==> src/rtl/tmr_pin_pkg.sv <==
package tmr_pin_pkg;

  typedef enum logic [1:0] {
    ACT_KEEP   = 2'b00,
    ACT_LOW    = 2'b01,
    ACT_HIGH   = 2'b10,
    ACT_TOGGLE = 2'b11
  } pin_act_e;

  // bit 3 set selects capture use of the register
  function automatic logic is_capture_mode(input logic [3:0] m);
    return m[3];
  endfunction

  // compare use with a non-zero action field drives the pin
  function automatic logic drives_pin(input logic [3:0] m);
    return !m[3] && (m[1:0] != 2'b00);
  endfunction

  function automatic logic start_level(input logic [3:0] m);
    return m[2];
  endfunction

  function automatic pin_act_e match_action(input logic [3:0] m);
    if (m[3]) return ACT_KEEP;
    return pin_act_e'(m[1:0]);
  endfunction

  function automatic logic apply_action(input pin_act_e a, input logic cur);
    case (a)
      ACT_LOW:    return 1'b0;
      ACT_HIGH:   return 1'b1;
      ACT_TOGGLE: return ~cur;
      default:    return cur;
    endcase
  endfunction

  function automatic logic capture_fire(input logic [3:0] m, input logic rise,
                                        input logic fall, input logic casc);
    if (m[3:2] == 2'b11) return casc;
    if (!m[3]) return 1'b0;
    if (m[1]) return rise | fall;
    return m[0] ? fall : rise;
  endfunction

endpackage

==> src/rtl/tmr_pin_sync.sv <==
module tmr_pin_sync #(
  parameter int STAGES = 2
) (
  input  logic clk,
  input  logic rst_n,
  input  logic pin_in,
  output logic pin_rise,
  output logic pin_fall
);
  localparam int LAST = STAGES;

  logic [LAST:0] sh;

  always_ff @(posedge clk) begin
    if (!rst_n) sh <= '0;
    else        sh <= {sh[LAST-1:0], pin_in};
  end

  // sh[LAST-1] is the synchronized level, sh[LAST] the prior sample
  assign pin_rise =  sh[LAST-1] & ~sh[LAST];
  assign pin_fall = ~sh[LAST-1] &  sh[LAST];
endmodule

==> src/rtl/tmr_pin_out.sv <==
module tmr_pin_out
  import tmr_pin_pkg::*;
(
  input  logic       clk,
  input  logic       rst_n,
  input  logic [3:0] mode_q,
  input  logic       mode_we,
  input  logic [3:0] mode_wd,
  input  logic       cmp_hit,
  output logic       pin_lvl,
  output logic       pin_en
);
  logic lvl_q;

  always_ff @(posedge clk) begin
    if (!rst_n)
      lvl_q <= 1'b0;
    else if (mode_we && drives_pin(mode_wd))
      lvl_q <= start_level(mode_wd);
    else if (cmp_hit && drives_pin(mode_q))
      lvl_q <= apply_action(match_action(mode_q), lvl_q);
  end

  assign pin_lvl = lvl_q;
  assign pin_en  = drives_pin(mode_q);
endmodule

==> src/rtl/tmr_pin_greg.sv <==
module tmr_pin_greg #(
  parameter int CNT_W = 16
) (
  input  logic             clk,
  input  logic             rst_n,
  input  logic             cap_evt,
  input  logic [CNT_W-1:0] cnt_val,
  input  logic             reg_we,
  input  logic [CNT_W-1:0] reg_wd,
  output logic [CNT_W-1:0] reg_q
);
  always_ff @(posedge clk) begin
    if (!rst_n)       reg_q <= '0;
    else if (cap_evt) reg_q <= cnt_val;
    else if (reg_we)  reg_q <= reg_wd;
  end
endmodule

==> src/rtl/tmr_pin_unit.sv <==
module tmr_pin_unit
  import tmr_pin_pkg::*;
#(
  parameter int CNT_W       = 16,
  parameter int SYNC_STAGES = 2
) (
  input  logic             clk,
  input  logic             rst_n,
  input  logic [CNT_W-1:0] cnt_val,
  input  logic             mode_we,
  input  logic [3:0]       mode_wd,
  input  logic             reg_we,
  input  logic [CNT_W-1:0] reg_wd,
  input  logic             pin_in,
  input  logic             casc_evt,
  output logic             pin_out,
  output logic             pin_oe,
  output logic [CNT_W-1:0] reg_val,
  output logic             evt_flag
);
  logic [3:0] mode_q;
  logic       pin_rise;
  logic       pin_fall;
  logic       cmp_hit;
  logic       cap_evt;
  logic       flag_q;

  always_ff @(posedge clk) begin
    if (!rst_n)       mode_q <= 4'b0000;
    else if (mode_we) mode_q <= mode_wd;
  end

  tmr_pin_sync #(.STAGES(SYNC_STAGES)) u_sync (
    .clk      (clk),
    .rst_n    (rst_n),
    .pin_in   (pin_in),
    .pin_rise (pin_rise),
    .pin_fall (pin_fall)
  );

  assign cmp_hit = !is_capture_mode(mode_q) && (cnt_val == reg_val);
  assign cap_evt = capture_fire(mode_q, pin_rise, pin_fall, casc_evt);

  tmr_pin_greg #(.CNT_W(CNT_W)) u_greg (
    .clk     (clk),
    .rst_n   (rst_n),
    .cap_evt (cap_evt),
    .cnt_val (cnt_val),
    .reg_we  (reg_we),
    .reg_wd  (reg_wd),
    .reg_q   (reg_val)
  );

  tmr_pin_out u_out (
    .clk     (clk),
    .rst_n   (rst_n),
    .mode_q  (mode_q),
    .mode_we (mode_we),
    .mode_wd (mode_wd),
    .cmp_hit (cmp_hit),
    .pin_lvl (pin_out),
    .pin_en  (pin_oe)
  );

  always_ff @(posedge clk) begin
    if (!rst_n) flag_q <= 1'b0;
    else        flag_q <= cmp_hit | cap_evt;
  end

  assign evt_flag = flag_q;
endmodule

==> config.mk <==
export PLATFORM = sky130hd
export DESIGN_NAME = tmr_pin_unit
export DESIGN_NICKNAME = d
export VERILOG_FILES = /design/src/rtl/tmr_pin_pkg.sv /design/src/rtl/tmr_pin_sync.sv /design/src/rtl/tmr_pin_out.sv /design/src/rtl/tmr_pin_greg.sv /design/src/rtl/tmr_pin_unit.sv
export SDC_FILE = /design/constraint.sdc
export NUM_CORES = 1
export LEC_CHECK = 0
export ABC_AREA = 1
export CAP_MARGIN = 20
export CORE_ASPECT_RATIO = 1.4
export CORE_UTILIZATION = 53
export CTS_CLUSTER_DIAMETER = 40
export CTS_CLUSTER_SIZE = 30
export DETAILED_ROUTE_END_ITERATION = 12
export DONT_BUFFER_PORTS = 1
export MAX_ROUTING_LAYER = met4
export PLACE_DENSITY = 0.8
export SETUP_SLACK_MARGIN = 0.05
export SLEW_MARGIN = 5
export SYNTH_ARGS = -nofsm -noshare
export SYNTH_HDL_FRONTEND = slang
export SYNTH_SLANG_ARGS = --single-unit
==> constraint.sdc <==
create_clock -name clk -period 1.46 [get_ports clk]
set_clock_uncertainty 0.15 [all_clocks]
set_input_delay 0.073 -clock clk [delete_from_list [all_inputs] [get_ports clk]]
set_output_delay 0.073 -clock clk [all_outputs]
set_load 0.02 [all_outputs]
==> metrics.cfg, run 1 <==
[die]
die_w_um=47.0
die_h_um=65.0
ioPinCount=61
rows=22
start_util_pct=56.8
core_area_um2=2640
die-area_um2=3050

[clock_tree]
cts_root_buf=clkbuf_4
cts_buffer_depth=2
clock_latency_ns=0.32
cts_tree=built
htreeDepth=1
clock-sinks=25
cts-buffers-inserted=3
cts.clk_slew.worst_paths_ns=0.14

[global_route]
grt_pass1_vias=1512
grt_pass1_wl_um=5830
groute.usage.overall_pct=26.5
grt_max_degree=31
grt_overflow=0
antenna_found_initial=0

[power_and_ir_drop]
combPwrFrac_pct=28.6
p_clk_share_pct=20.6
seqPwrFrac_pct=50.8
peakVddDrop_mv=0.681
power_mw=1.51
switchingPower_mw=0.472
swShare_pct=31.3
internal_power_mw=1.04
leakage_nw=0.972
power.density_nw_per_um2=733

[worst_setup_path]
cp_data_required_time_ns=1.54
cpMostUsedCell=nor2_2
crit_chain=inv_2 > ha_4 > o21bai_4 > o21ai_2 > a21oi_4 > buf_6 > inv_4 > nor2_2 > nor2_2
cp-start-kind=flop
slowest_stage=dfxtp_4
critPathKind=reg -> reg
cp.arrival_ns=1.82
slowest_delay_ns=0.40
crit_fanout=6
worstSetupEndpointType=flop

[run]
cap_violations=0

[synth]
synth.net_count=284
synth_xor_area_share_pct=1.17
yosysWarnings=0
synth-seq-cells=25
synth_top_family_by_area=simple AND/OR/NAND/NOR gates
synth_compound_area_share_pct=20.2
synth-simple-area-share_pct=26.8
synthMuxAreaShare_pct=1.50
synthAdderAreaFrac_pct=3.33
netlist_area_um2=1500
ys_types=23
syn_avg_cell_area_um2=6.31
seq_area_frac_synth_pct=33.3
syn_inst=238

[finish]
antenna-diode-count=0
area_delta_synth_final_pct=37.2
fin_cells=318
drive_gt1_share_pct=24.5
fin_nets=329
fin_util_pct=77.9
nFillCells=209

[route]
via_per_inst=5.13
dr.pass1.iters=4
ant_nets=0
via_count=1631
drt_iter0_drc=36
finalWirelength_um=4030
route.detailed.drc=0
wire_per_inst_um=12.7

[placed_design]
dp_slack_ns=-0.194
hpwl_um=2550
place.port_buffers=0
gp_congestion=0.779
dp.cells=290

[run_status]
status=complete, but fails checks
violations=hold timing, setup timing

[timing]
min_period_over_period_pct=119
period_needed_ns=1.74
worst_slack_ns=-0.282
tightest_slew_ns=0.361
finalSetupViolCount=18
max_freq_ghz=0.574
slew_headroom_pct=75.7
grt_setup_unrepaired=yes
whs_ns=-0.309
hold_violations=20
tns_ns=-4.34
slew_viol_final=0

[min_path]
hp-class=in -> reg

per-layer routing:
metal	vias up	global-route usage, %	share of wire, %
met1	748	24.5	38
met5	-	-	0
met4	0	6.43	1.3
met2	50	52.4	57
li1	825	-	-
met3	8	3.90	3.9
power groups by stage:
stage | registers (mW) | clock network (mW) | logic [mW]
6_report | 0.767 | 0.311 | 0.432
5_1_grt | 0.773 | 0.345 | 0.479
4_1_cts | 0.766 | 0.309 | 0.407
3_5_place_dp | 0.781 | 0 | 0.344
3_3_place_gp | 0.779 | 0 | 0.336
2_1_floorplan | 0.821 | 0 | 0.213
sequential cells by signal, indices dropped and copies added (netlist names):
name and flops:
u_greg.reg_q 16, mode_q 4, u_sync.sh 3, evt_flag 1
u_out.pin_lvl 1
critical path: cells and delay by family, from the launching register on:
family                   cells  cell delay (ns)
AO/OA/AOI/OAI                3             0.49
buffers and inverters        3             0.25
flip-flops                   1             0.40
AND/OR/NAND/NOR              2             0.15
adder cells (fa/ha/maj)      1             0.21
Yosys cell counts (all sizes together):
cell,instances,area share (%)
o21ai,35,12
buf,3,2.0
ha,4,3.3
nor3,1,0.33
nand3,3,1.0
inv,42,10
clkbuf,5,1.3
o21bai,1,0.75
xnor2,2,1.2
nand4,3,1.3
a21oi,15,7.0
nand2,61,15
o21a,1,0.50
nor2,35,8.9
mux2,2,1.5
dfxtp,25,33
timing repair:
| item | CTS | global route |
|---|---|---|
| pin swaps | 0 | 5 |
| hold endpoints to repair | 25 | 20 |
| cloned | 1 | 0 |
| setup buffers | 3 | 0 |
| setup endpoints to repair | 18 | 21 |
| hold buffers | 19 | 3 |
| resized for setup | 5 | 23 |
cells by family (layout without fill, tap and decap cells):
| family | Yosys count | in the layout |
|---|---|---|
| xor gates and xnor gates | 2 | 2 |
| AOI/OAI and AO/OA | 52 | 52 |
| muxes | 2 | 2 |
| adders and majority gates | 4 | 4 |
| buffers and inverters | 50 | 94 |
| DFF | 25 | 25 |
| and+or+nand+nor | 103 | 103 |
layout by cell type, fill, tap and decap left out, drive strengths merged:
cell type / synthesis / layout
nand4: 3 / 3
ha: 4 / 4
nor2: 35 / 35
o21ai: 35 / 35
dlygate4sd3: 0 / 21
mux2: 2 / 2
nor3: 1 / 1
xnor2: 2 / 2
clkbuf: 5 / 3
nand2: 61 / 61
nand3: 3 / 3
o21a: 1 / 1
a21oi: 15 / 15
buf: 3 / 27
o21bai: 1 / 1
inv: 42 / 42
clkinv: 0 / 1
dfxtp: 25 / 25
final cells by class:
class,count,area (um^2),area share (%)
repair buffers,48,449,21.8
well taps,36,45.0,2.19
flip-flops and latches,25,517,25.1
inverters,42,160,7.78
multi-input cells,163,861,41.8
clock buffers,3,22.5,1.09
clock inverters,1,5.00,0.243
final timing paths:
path,from,endpoint,slack (ns),cells after the start
max,u_sync.sh[1]$_SDFF_PN0_,u_greg.reg_q[2]$_SDFFE_PN0P_,-0.28,9
min,rst_n,u_greg.reg_q[3]$_SDFFE_PN0P_,-0.31,2
max reg2reg,u_sync.sh[1]$_SDFF_PN0_,u_greg.reg_q[2]$_SDFFE_PN0P_,-0.28,9
min reg2reg,mode_q[2]$_SDFFE_PN0P_,mode_q[2]$_SDFFE_PN0P_,0.42,2
metrics by stage:
step                cell area [um^2]  hold slack (ns)
detailed placement              1700           0.0276
CTS                             2000           -0.297
global placement                1700           0.0218
global route                    2060           -0.324
floorplan                       1510           0.0206
finish                          2060           -0.309
(Power assumes the default switching activity.)
==> run 2, diff against run 1 <==
--- a/config.mk
+++ b/config.mk
@@ -6,15 +6,15 @@
 export NUM_CORES = 1
 export LEC_CHECK = 0
 export ABC_AREA = 1
+export BUFFER_PORTS_ARGS = -buffer_cell sky130_fd_sc_hd__buf_2
 export CAP_MARGIN = 20
 export CORE_ASPECT_RATIO = 1.4
-export CORE_UTILIZATION = 53
+export CORE_UTILIZATION = 48
 export CTS_CLUSTER_DIAMETER = 40
 export CTS_CLUSTER_SIZE = 30
 export DETAILED_ROUTE_END_ITERATION = 12
-export DONT_BUFFER_PORTS = 1
 export MAX_ROUTING_LAYER = met4
-export PLACE_DENSITY = 0.8
+export PLACE_DENSITY = 0.89
 export SETUP_SLACK_MARGIN = 0.05
 export SLEW_MARGIN = 5
 export SYNTH_ARGS = -nofsm -noshare
==> constraint.sdc (replaced) <==
create_clock -name clk -period 1.95 [get_ports clk]
set_clock_uncertainty 0.15 [all_clocks]
set_input_delay 0.0975 -clock clk [delete_from_list [all_inputs] [get_ports clk]]
set_output_delay 0.0975 -clock clk [all_outputs]
set_load 0.02 [all_outputs]
==> run 2 against run 1 <==
  * The run now ends clean
  * Sequential power down 25%
  * Core utilization down 4.6 points
  * Clock power down 1%
  * Cell area up 3.5%
  * Critical endpoint is now u_greg.reg_q[12]$_SDFFE_PN0P_
==> metrics.cfg, run 2 (synthesis gave the netlist of run 1 again) <==
[finish]
top_regs=u_greg.reg_q (16), mode_q (4), u_sync.sh (3)
most-common-layout-cells=nand2_1 (61), buf_2 (60), inv_1 (38), nor2_1 (34)
drive_gt1_share_pct=25.5
fin_nets=369
largest_reg_flops=16
antenna-diode-count=0
fin_util_pct=73.3
fin_cells=359
area_delta_synth_final_pct=41.9
multi_input_area_um2=795
nFillCells=240
area.sequential_um2=500
layout_commonest_cell=nand2_1
regMostFlops=u_greg.reg_q

[route]
drt_iter0_drc=61
wire_per_inst_um=11.2
via_per_inst=4.81
via_count=1726
finalWirelength_um=4030
dr.pass1.iters=5
ant_nets=0
route.detailed.drc=0

[global_route]
grt_pass1_wl_um=6510
grt_pass1_vias=1670
grt_max_degree=26
grt_overflow=0
groute.usage.overall_pct=26.0
antenna_found_initial=0

[power_and_ir_drop]
peakVddDrop_mv=0.512
power.density_nw_per_um2=574
leakage_nw=1.13

[placed_design]
place.port_buffers=60
gp_congestion=0.799
dp.cells=330
hpwl_um=2810

[die]
die_w_um=49.3
die-area_um2=3360
start_util_pct=51.7
rows=23
die_h_um=68.2
ioPinCount=61
core_area_um2=2910

[clock_tree]
cts_tree=built
htreeDepth=1
post-cts-setup-buffers=0
cts-resized-gates=0
clock_latency_ns=0.27
cts_buffer_depth=2
cts_root_buf=clkbuf_8
clock-sinks=25
cts-buffers-inserted=3
cts.clk_slew.worst_paths_ns=0.09
postCtsHoldBufs=25

[timing]
grt_setup_unrepaired=no
tightest_slew_ns=0.391
slew_viol_final=0
slew_headroom_pct=73.9
tns_ns=0
hold_violations=0
finalSetupViolCount=0
max_freq_ghz=0.565
whs_ns=0.0218
period_needed_ns=1.77
min_period_over_period_pct=90.8

[worst_setup_path]
worstSetupEndpointType=flop
cp-start-kind=flop
crit_fanout=20
cp.arrival_ns=1.83
cp_data_required_time_ns=2.01
critPathKind=reg -> reg

[min_path]
hp-class=in -> reg

[run_status]
status=finished, final reports clean

[run]
cap_violations=0

==> run 2: cell count changes in the layout (fill, tap and decap cells not counted), moves of 3 or more <==
cell	change
buf_6	-3
buf_2	+60
inv_1	+3
clkbuf_8	+3
dlygate4sd3_1	+4
buf_4	-20
dfxtp_4	-3
nor2_2	-5
dfxtp_2	-4
nor2_1	+5
o21ai_1	+3
clkbuf_4	-3
dfxtp_1	+7
o21ai_2	-4
==> run 2: final cells by class <==
class | instances | area share [%]
multi-input cells | 163 | 37.3
flip-flops and latches | 25 | 23.5
repair buffers | 88 | 27.5
inverters | 42 | 7.40
well taps | 37 | 2.17
clock inverters | 1 | 0.235
clock buffers | 3 | 1.94
==> run 2: worst max-delay path: stages, from the launching register on <==
cell and delay, ns:
dfxtp_1 0.36, inv_1 0.05, ha_1 0.30, o21bai_2 0.17
o21ai_2 0.10, a21oi_4 0.18, buf_12 0.18, o21ai_1 0.09
a21oi_2 0.13
==> run 2: report_power, final <==
group	internal, mW	switching (mW)	total, mW
clock	0.143	0.164	0.307
sequential	0.546	0.0270	0.573
combinational	0.156	0.188	0.343
==> run 2: final timing paths <==
kind / from / to / slack (ns) / cells after the start
worst max-delay path: u_sync.sh[1]$_SDFF_PN0_ / u_greg.reg_q[12]$_SDFFE_PN0P_ / 0.18 / 8
worst min-delay path: reg_wd[15] / u_greg.reg_q[15]$_SDFFE_PN0P_ / 0.02 / 5
worst max register to register: u_sync.sh[1]$_SDFF_PN0_ / u_greg.reg_q[12]$_SDFFE_PN0P_ / 0.18 / 8
worst min register to register: u_sync.sh[0]$_SDFF_PN0_ / u_sync.sh[1]$_SDFF_PN0_ / 0.28 / 2
==> run 2: metal layers <==
metal  global-route usage [%]  share of wire [%]  vias up  wire length [um]
met3                     3.11                3.2        6               127
met4                     8.82                1.2        0                49
met2                     52.6                 56       50              2240
li1                         -                  -      901                 -
met5                        -                  0        -                 0
met1                     25.2                 40      769              1610
==> run 2: through the flow <==
stage	power (mW)	worst slack [ns]	instance area, um^2
3_5_place_dp	0.882	0.211	1830
2_1_floorplan	0.772	0.355	1500
6_report	1.22	0.179	2130
4_1_cts	1.22	0.192	2130
3_3_place_gp	0.874	0.305	1830
5_1_grt	1.30	0.0503	2130
==> run 3, diff against run 2 <==
--- a/config.mk
+++ b/config.mk
@@ -7,7 +7,6 @@
 export LEC_CHECK = 0
 export ABC_AREA = 1
 export BUFFER_PORTS_ARGS = -buffer_cell sky130_fd_sc_hd__buf_2
-export CAP_MARGIN = 20
 export CORE_ASPECT_RATIO = 1.4
 export CORE_UTILIZATION = 48
 export CTS_CLUSTER_DIAMETER = 40
@@ -15,6 +14,7 @@
 export DETAILED_ROUTE_END_ITERATION = 12
 export MAX_ROUTING_LAYER = met4
 export PLACE_DENSITY = 0.89
+export RECOVER_POWER = 100
 export SETUP_SLACK_MARGIN = 0.05
 export SLEW_MARGIN = 5
 export SYNTH_ARGS = -nofsm -noshare
==> run 3 against run 2 <==
  * First-iteration DRC count rose by 25%
  * Flip-flop and latch count unchanged
  * Sequential share of layout area rose by 0.29 points
  * Core utilization down 0.90 points
  * Total power down 0.92%
  * Fmax down 0.76%
  * Clock-buffer cell count stayed put
  * Sequential power barely moved
  * Worst hold slack better by 0.00055 ns
  * Die area stayed put
  * Largest cell class unchanged
  * Largest power group unchanged
  * Highest routed layer unchanged
==> metrics.cfg, run 3 (synthesis gave the netlist of run 1 again) <==
[finish]
layout_commonest_cell=nand2_1
fin_nets=369
regMostFlops=u_greg.reg_q
area_delta_synth_final_pct=40.2
nFillCells=252
largest_reg_flops=16
drive_gt1_share_pct=18.9
multi_input_area_um2=795
top_regs=u_greg.reg_q (16), mode_q (4), u_sync.sh (3)
most-common-layout-cells=nand2_1 (61), inv_1 (38), buf_2 (38), nor2_1 (34), o21ai_0 (27)
antenna-diode-count=0
area.sequential_um2=500

[die]
ioPinCount=61
rows=23
die_w_um=49.3
start_util_pct=51.7
core_area_um2=2910
die-area_um2=3360
die_h_um=68.2

[run]
cap_violations=0

[min_path]
hold_depth=5
hp-class=in -> reg

[global_route]
grt_pass1_wl_um=6510
grt_pass1_vias=1670
groute.usage.overall_pct=26.0
grt_overflow=0
grt_max_degree=26
antenna_found_initial=0

[clock_tree]
cts.clk_slew.worst_paths_ns=0.09
post-cts-setup-buffers=0
cts_root_buf=clkbuf_8
cts-resized-gates=0
clock-sinks=25
cts-buffers-inserted=3
htreeDepth=1
clock_latency_ns=0.27
cts_tree=built
cts_buffer_depth=2

[timing]
slew_headroom_pct=75.3
whs_ns=0.0224
min_period_over_period_pct=91.5
slew_viol_final=0
hold_violations=0
finalSetupViolCount=0
worst_slack_ns=0.165
period_needed_ns=1.78
tns_ns=0
grt_setup_unrepaired=no
max_freq_ghz=0.560
tightest_slew_ns=0.370

[power_and_ir_drop]
seqPwrFrac_pct=47.4
p_clk_share_pct=25.2
leakage_nw=1.05
internal_power_mw=0.834
swShare_pct=31.1
peakVddDrop_mv=0.513
switchingPower_mw=0.377
combPwrFrac_pct=27.4
power.density_nw_per_um2=576

[route]
via_per_inst=4.82
drt_iter0_drc=76
finalWirelength_um=4040
wire_per_inst_um=11.2
route.detailed.drc=0
via_count=1730
ant_nets=0
dr.pass1.iters=6

[worst_setup_path]
cp.buffers_inverters=2
cp_data_required_time_ns=2.00
slowest_stage=dfxtp_1
slowest_delay_ns=0.36
rr_worst_depth=8
cp.arrival_ns=1.83
path_delay_family=compound AO/OA/AOI/OAI gates
crit_cells=8
worstSetupEndpointType=flop
crit_fanout=20
cp-start-kind=flop
crit_chain=inv_1 > ha_1 > o21bai_2 > o21ai_2 > a21oi_4 > buf_12 > o21ai_0 > a21oi_1
critPathKind=reg -> reg

[placed_design]
hpwl_um=2810
gp_congestion=0.799
dp_slack_ns=0.211
place.port_buffers=60

[run_status]
status=finished, final reports clean

run 3: timing repair:
item,CTS,global route
endpoints found under the setup margin,0,0
endpoints found under the hold margin,22,0
hold buffers,25,0
run 3: area by class of cell:
type	instances	share of cell area, %
multi-input combinational	163	37.8
timing repair buffer	88	26.6
sequential	25	23.8
inverter	42	7.49
tap	37	2.20
clock buffer	3	1.96
clock inverter	1	0.238
run 3: metal layers:
metal | routed length, um | vias to the layer above | global-route usage [%]
met1 | 1610 | 767 | 25.2
met4 | 54 | 0 | 8.82
met2 | 2230 | 55 | 52.6
met5 | 0 | - | -
met3 | 140 | 8 | 3.11
li1 | - | 900 | -
run 3: metrics by stage:
| stage | utilization (%) | instances | power [mW] | instance area (um^2) |
|---|---|---|---|---|
| final | 72.4 | 359 | 1.21 | 2100 |
| after global routing | 72.4 | 359 | 1.29 | 2100 |
| after CTS | 73.3 | 359 | 1.22 | 2130 |
| after detailed placement | 63.1 | 330 | 0.882 | 1830 |
| after global placement | 63.1 | 330 | 0.874 | 1830 |
| after floorplan | - | 238 | 0.772 | 1500 |
run 3: final timing paths:
kind	start	end	slack [ns]
worst min register to register	u_sync.sh[0]$_SDFF_PN0_	u_sync.sh[1]$_SDFF_PN0_	0.28
worst max register to register	u_sync.sh[1]$_SDFF_PN0_	u_greg.reg_q[14]$_SDFFE_PN0P_	0.17
worst max-delay path	u_sync.sh[1]$_SDFF_PN0_	u_greg.reg_q[14]$_SDFFE_PN0P_	0.17
worst min-delay path	reg_wd[15]	u_greg.reg_q[15]$_SDFFE_PN0P_	0.02
run 3: power groups by stage:
stage | registers [mW] | logic [mW] | clock network, mW
global route | 0.578 | 0.373 | 0.336
finish | 0.574 | 0.332 | 0.305
CTS | 0.572 | 0.340 | 0.313
detailed placement | 0.584 | 0.299 | 0
global placement | 0.583 | 0.291 | 0
floorplan | 0.613 | 0.159 | 0
run 3: worst register-to-register path, cell delays in order, from the launching register on:
cell and delay [ns]:
dfxtp_1 0.36, inv_1 0.05, ha_1 0.30, o21bai_2 0.17, o21ai_2 0.10, a21oi_4 0.18
buf_12 0.18, o21ai_0 0.09, a21oi_1 0.13
